==> config.mk <==
export PLATFORM = sky130hd
export DESIGN_NAME = dram_addr_decoder
export DESIGN_NICKNAME = d
export VERILOG_FILES = /design/src/rtl/dram_addr_decoder_pkg.sv /design/src/rtl/dad_rst_sync.sv /design/src/rtl/dad_compact.sv /design/src/rtl/dad_fieldmap.sv /design/src/rtl/dram_addr_decoder.sv
export SDC_FILE = /design/constraint.sdc
export NUM_CORES = 1
export LEC_CHECK = 0
export BUFFER_PORTS_ARGS = -buffer_cell sky130_fd_sc_hd__buf_2
export CORE_ASPECT_RATIO = 1.25
export CORE_MARGIN = 3
export CORE_UTILIZATION = 46
export CTS_CLUSTER_SIZE = 28
export DETAILED_ROUTE_END_ITERATION = 7
export PLACE_DENSITY_LB_ADDON = 0.1
export SYNTH_ARGS = -nofsm -noshare
export SYNTH_HDL_FRONTEND = slang
export SYNTH_SLANG_ARGS = --single-unit
==> constraint.sdc <==
create_clock -name clk -period 2.88 [get_ports clk]
set_input_delay 0.576 -clock clk [delete_from_list [all_inputs] [get_ports clk]]
set_output_delay 0.576 -clock clk [all_outputs]
set_load 0.005 [all_outputs]
==> src/rtl/dram_addr_decoder_pkg.sv <==
package dram_addr_decoder_pkg;
  typedef enum logic [1:0] {
    MAP_OPEN   = 2'd0,
    MAP_CLOSED = 2'd1
  } map_e;
endpackage

==> src/rtl/dad_rst_sync.sv <==
module dad_rst_sync (
  input  logic clk,
  input  logic rst_n,
  output logic srst_n
);
  logic [1:0] stage_q;

  always_ff @(posedge clk or negedge rst_n) begin
    if (!rst_n) stage_q <= 2'b00;
    else        stage_q <= {stage_q[0], 1'b1};
  end

  assign srst_n = stage_q[1];
endmodule

==> src/rtl/dad_compact.sv <==
module dad_compact #(
  parameter int ADDR_W        = 32,
  parameter int STRIPES_LOG2  = 1,
  parameter int ILV_GRAN_LOG2 = 11,
  localparam int LOC_W        = ADDR_W - STRIPES_LOG2
) (
  input  logic [ADDR_W-1:0] addr,
  output logic [LOC_W-1:0]  loc
);
  generate
    if (STRIPES_LOG2 == 0) begin : g_flat
      assign loc = addr;
    end else begin : g_squeeze
      localparam logic [ADDR_W-1:0] LO_MASK = (ADDR_W'(1) << ILV_GRAN_LOG2) - ADDR_W'(1);
      logic [ADDR_W-1:0] lo_part;
      logic [ADDR_W-1:0] hi_part;
      assign lo_part = addr & LO_MASK;
      assign hi_part = (addr >> (ILV_GRAN_LOG2 + STRIPES_LOG2)) << ILV_GRAN_LOG2;
      assign loc     = LOC_W'(hi_part | lo_part);
    end
  endgenerate
endmodule

==> src/rtl/dad_fieldmap.sv <==
module dad_fieldmap
  import dram_addr_decoder_pkg::*;
#(
  parameter int LOC_W           = 31,
  parameter int BURST_LOG2      = 6,
  parameter int COL_LOG2        = 5,
  parameter int STRIPE_COL_LOG2 = 2,
  parameter int BANK_LOG2       = 3,
  parameter int RANK_LOG2       = 1,
  parameter int ROW_LOG2        = 14,
  parameter bit OPEN_CFG_BAD    = 1'b0
) (
  input  logic [LOC_W-1:0]     loc,
  input  logic [1:0]           map,
  output logic [RANK_LOG2-1:0] rank,
  output logic [BANK_LOG2-1:0] bank,
  output logic [ROW_LOG2-1:0]  row,
  output logic [COL_LOG2-1:0]  col,
  output logic                 err
);
  localparam int CHI_W     = COL_LOG2 - STRIPE_COL_LOG2;
  localparam int O_BANK_AT = COL_LOG2;
  localparam int O_RANK_AT = COL_LOG2 + BANK_LOG2;
  localparam int C_BANK_AT = STRIPE_COL_LOG2;
  localparam int C_RANK_AT = STRIPE_COL_LOG2 + BANK_LOG2;
  localparam int C_CHI_AT  = STRIPE_COL_LOG2 + BANK_LOG2 + RANK_LOG2;
  localparam int ROW_AT    = COL_LOG2 + BANK_LOG2 + RANK_LOG2;

  logic [LOC_W-1:0] word;
  assign word = loc >> BURST_LOG2;

  always_comb begin
    rank = '0;
    bank = '0;
    row  = '0;
    col  = '0;
    err  = 1'b0;
    case (map)
      MAP_OPEN: begin
        if (OPEN_CFG_BAD) begin
          err = 1'b1;
        end else begin
          col  = COL_LOG2'(word);
          bank = BANK_LOG2'(word >> O_BANK_AT);
          rank = RANK_LOG2'(word >> O_RANK_AT);
          row  = ROW_LOG2'(word >> ROW_AT);
        end
      end
      MAP_CLOSED: begin
        col  = {CHI_W'(word >> C_CHI_AT), STRIPE_COL_LOG2'(word)};
        bank = BANK_LOG2'(word >> C_BANK_AT);
        rank = RANK_LOG2'(word >> C_RANK_AT);
        row  = ROW_LOG2'(word >> ROW_AT);
      end
      default: err = 1'b1;
    endcase
  end
endmodule

==> src/rtl/dram_addr_decoder.sv <==
module dram_addr_decoder #(
  parameter int ADDR_W          = 32,
  parameter int BURST_LOG2      = 6,
  parameter int COL_LOG2        = 5,
  parameter int STRIPE_COL_LOG2 = 2,
  parameter int BANK_LOG2       = 3,
  parameter int RANK_LOG2       = 1,
  parameter int ROW_LOG2        = 14,
  parameter int STRIPES_LOG2    = 1,
  parameter int ILV_GRAN_LOG2   = 11
) (
  input  logic                 clk,
  input  logic                 rst_n,
  input  logic                 req_valid,
  output logic                 req_ready,
  input  logic [ADDR_W-1:0]    req_addr,
  input  logic [1:0]           req_map,
  output logic                 out_valid,
  output logic                 out_err,
  output logic [RANK_LOG2-1:0] out_rank,
  output logic [BANK_LOG2-1:0] out_bank,
  output logic [ROW_LOG2-1:0]  out_row,
  output logic [COL_LOG2-1:0]  out_col
);
  localparam int LOC_W       = ADDR_W - STRIPES_LOG2;
  localparam bit OPEN_CFG_BAD = (STRIPES_LOG2 != 0) &&
                                (ILV_GRAN_LOG2 != BURST_LOG2 + COL_LOG2);

  logic                 srst_n;
  logic                 accept;
  logic [LOC_W-1:0]     loc;
  logic [RANK_LOG2-1:0] f_rank;
  logic [BANK_LOG2-1:0] f_bank;
  logic [ROW_LOG2-1:0]  f_row;
  logic [COL_LOG2-1:0]  f_col;
  logic                 f_err;

  logic                 valid_d, valid_q;
  logic                 err_d,   err_q;
  logic [RANK_LOG2-1:0] rank_d,  rank_q;
  logic [BANK_LOG2-1:0] bank_d,  bank_q;
  logic [ROW_LOG2-1:0]  row_d,   row_q;
  logic [COL_LOG2-1:0]  col_d,   col_q;

  dad_rst_sync u_rst_sync (
    .clk    (clk),
    .rst_n  (rst_n),
    .srst_n (srst_n)
  );

  dad_compact #(
    .ADDR_W        (ADDR_W),
    .STRIPES_LOG2  (STRIPES_LOG2),
    .ILV_GRAN_LOG2 (ILV_GRAN_LOG2)
  ) u_compact (
    .addr (req_addr),
    .loc  (loc)
  );

  dad_fieldmap #(
    .LOC_W           (LOC_W),
    .BURST_LOG2      (BURST_LOG2),
    .COL_LOG2        (COL_LOG2),
    .STRIPE_COL_LOG2 (STRIPE_COL_LOG2),
    .BANK_LOG2       (BANK_LOG2),
    .RANK_LOG2       (RANK_LOG2),
    .ROW_LOG2        (ROW_LOG2),
    .OPEN_CFG_BAD    (OPEN_CFG_BAD)
  ) u_fieldmap (
    .loc  (loc),
    .map  (req_map),
    .rank (f_rank),
    .bank (f_bank),
    .row  (f_row),
    .col  (f_col),
    .err  (f_err)
  );

  assign req_ready = srst_n;
  assign accept    = req_valid & req_ready;

  always_comb begin
    valid_d = accept;
    err_d   = err_q;
    rank_d  = rank_q;
    bank_d  = bank_q;
    row_d   = row_q;
    col_d   = col_q;
    if (accept) begin
      err_d  = f_err;
      rank_d = f_rank;
      bank_d = f_bank;
      row_d  = f_row;
      col_d  = f_col;
    end
  end

  always_ff @(posedge clk or negedge srst_n) begin
    if (!srst_n) begin
      valid_q <= 1'b0;
      err_q   <= 1'b0;
      rank_q  <= '0;
      bank_q  <= '0;
      row_q   <= '0;
      col_q   <= '0;
    end else begin
      valid_q <= valid_d;
      err_q   <= err_d;
      rank_q  <= rank_d;
      bank_q  <= bank_d;
      row_q   <= row_d;
      col_q   <= col_d;
    end
  end

  assign out_valid = valid_q;
  assign out_err   = err_q;
  assign out_rank  = rank_q;
  assign out_bank  = bank_q;
  assign out_row   = row_q;
  assign out_col   = col_q;
endmodule

==> flow_summary.toml <==
[run_status]
status = "completed"

[cts]
numCtsBuffers = 3
clk_root_buffer_cell = "sky130_fd_sc_hd__clkbuf_4"
post-cts-setup-buffers = 0
clock_latency_on_the_worst_skew_pair_ns = 0.31
cts_tree = "built"
cts.reportedPaths.clkPinSlew_ns = 0.14
ctsLongestPathBuffers = 2
tritoncts_num_sinks = 27
cts_max_level = 1
ctsResizeCount = 0

[die]
placeableCoreArea_um2 = 2282
dieWidth_um = 50.77
dieArea_um2 = 3145
fp.dieH_um = 61.96
effective_utilization_at_floorplan = 0.5049
floorplan.rows = 19
io-pin-count = 63

[route]
vias_per_cell = 4.899
num_vias = 823
wl_per_cell_um = 13.30
detailroute.wirelength.met3_um = 193
top_signal_layer_used = "met4"
drcViolationCount = 0
met1_wirelength_um = 850
postRouteAntennaNets = 0
drt_pre_antenna_iters = 3
drt-initial-drc-count = 9
wl_met2_um = 1175
finalWirelength_um = 2235

[setup_path]
setup.worst_path.start_class = "flip-flop"
critical_path.max_fanout = 13
worst_path_cell_chain = "buf_2"
crit_type = "reg2out"
critical_path_required_ns = 2.30
slowest_stage = "sky130_fd_sc_hd__dfrtp_1"
crit_path_end_kind = "output port"
cp_data_arrival_time_ns = 1.18
critical_path.max_stage_delay_ns = 0.67
worst-path-buf-inv = 1
critPathTopFamily = "flip-flops"

[global_routing]
via_count_of_the_first_global_routing_pass = 860
gr-total-overflow = 0
antenna_found_initial = 0
grt.total_usage = 0.1556
grt_max_degree = 26
grt_pass1_wl_um = 3629

[timing]
setup_viol = 0
worst_slew_pin_slew_ns = 0.5344
final.period_utilization = 0.6113
final.min_clock_period_ns = 1.761
finalWorstSetupSlack_ns = 1.119
max-slew-margin-rel = 0.6425
finalClockSkew_ns = 0.004294
finalHoldViolCount = 0
totalNegativeSetupSlack_ns = 0
timing.final.max_slew_violations = 0
grt_setup_unrepaired = "no"
max_freq_mhz = 568.0

[synth]
number_of_enable_type_register_cells_in_the_synthesized_netlist = 0
synth_top_cell_by_area = "sky130_fd_sc_hd__dfrtp_1"
net_count_after_synthesis = 119
synthesis_warning_total = 0
ffs_w_async_s_r_synth = 1.000
synthFlopType = "sky130_fd_sc_hd__dfrtp_1"
synth_area_leaders = "sky130_fd_sc_hd__dfrtp_1 (59%), sky130_fd_sc_hd__mux2_2 (17%), sky130_fd_sc_hd__mux2i_1 (6.1%)"
synth_area_per_cell_um2 = 14.05
synth.lib_cells_used.distinct = 13
synth.cells.most_frequent = "sky130_fd_sc_hd__dfrtp_1 (27), sky130_fd_sc_hd__mux2_2 (17), sky130_fd_sc_hd__and2b_1 (8), sky130_fd_sc_hd__nor2b_1 (8)"
synth-seq-area-share = 0.5863
synth.ff_latch_count = 27
syn_area_um2 = 1152
synthCells = 82
synthMostInstantiatedCell = "sky130_fd_sc_hd__dfrtp_1"
synth_largest_type_area_fraction = 0.5863

[pwr]
power_switching_share = 0.2484
power.internal_mw = 0.5583
vdd.ir_drop.worst_v = 0.0003905
power.sequential.fraction = 0.598
portion_of_total_power_attributed_to_combinational_logic = 0.192
cellLeakagePower_nw = 0.8150
pwr_density_cell_nw_per_um2 = 502.2
clock_power_share = 0.210
p_sw_mw = 0.1845

[final_layout]
layout-drive-gt1-share = 0.5547
finalNetCount = 175
area_growth_pct = 28.34
n_antenna_cell = 0

[placed_design]
pre_cts_ws_ns = 1.198
post-dp-hpwl_um = 1764
routabilityCongestion = 0.7132
buffer_ports.inserted = 53

[hold_path]
hold_class = "reg2async"

[job]
maxCapViolCount = 0
path summary, 6_finish.rpt:
kind,end,from,cells after the start,slack [ns]
setup / recovery,req_ready,u_rst_sync.stage_q[1],1,1.12
hold / removal,out_row[5],u_rst_sync.stage_q[1],0,0.20
setup reg to reg,out_col[1],u_rst_sync.stage_q[1],2,1.25
hold reg to reg,out_row[5],u_rst_sync.stage_q[1],0,0.20
max in group asynchronous,out_valid,u_rst_sync.stage_q[1],1,2.09
min in group clk,u_rst_sync.stage_q[1],u_rst_sync.stage_q[0],0,0.37
cells in the final DEF, fill, tap and decap left out, drive strengths merged, types with 3 or more instances in the layout:
cell,synthesis,routed
clkbuf,1,3
mux2i,7,7
and2b,8,8
mux2,17,17
buf,3,54
dfrtp,27,27
nor2b,8,8
o2bb2ai,7,7
layer usage:
metal / vias up / track usage
li1: 389 / -
met1: 398 / 0.1625
met2: 34 / 0.2873
met3: 2 / 0.04535
met4: 0 / 0.08077
met5: - / 0
cell families (layout without fill, tap and decap cells):
logic type             Yosys count  count (layout)  synth area share
and+or+nand+nor                 18              18            0.1075
muxes                           24              24            0.2269
AOI/OAI and AO/OA                7               7           0.05320
other                            1               1          0.003254
buffers and inverters            5              60           0.02280
DFF                             27              27            0.5863
area by class of cell:
type | instances | area [um^2]
Tap cell | 31 | 38.79
Timing Repair Buffer | 55 | 282.8
Sequential cell | 27 | 675.6
Clock buffer | 3 | 22.52
Inverter | 1 | 3.754
Clock inverter | 1 | 5.005
Fill cell | 210 | 803.3
Multi-Input combinational cell | 50 | 450.4
power by group through the flow:
stage	Sequential, mW	Combinational [mW]	Clock, mW
after detailed placement	0.452	0.146	0
after floorplan	0.458	0.0641	0
after global routing	0.450	0.159	0.181
final	0.444	0.143	0.156
after CTS	0.445	0.147	0.167
after global placement	0.449	0.141	0
what timing repair did:
action | CTS | global route
endpoints found under the setup margin | 0 | 0
hold buffers | 1 | 0
hold endpoints to repair | 1 | 0
registers in the layout (all words and copies together) (netlist names):
signal / count
u_rst_sync.stage_q: 2
out_err: 1
out_valid: 1
out_rank: 1
out_col: 5
out_row: 14
out_bank: 3
per-stage QoR:
stage / utilization / cells / instance area, um^2 / hold WS, ns / power [mW]
after global placement: 0.6316 / 163 / 1441 / 0.2017 / 0.5897
after CTS: 0.6480 / 168 / 1479 / 0.2249 / 0.7592
after global routing: 0.6480 / 168 / 1479 / 0.2496 / 0.7895
final: 0.6480 / 168 / 1479 / 0.2044 / 0.7428
after detailed placement: 0.6316 / 163 / 1441 / 0.2126 / 0.5983
after floorplan: - / 82 / 1152 / 0.2804 / 0.5220
(Power assumes the default switching activity.)
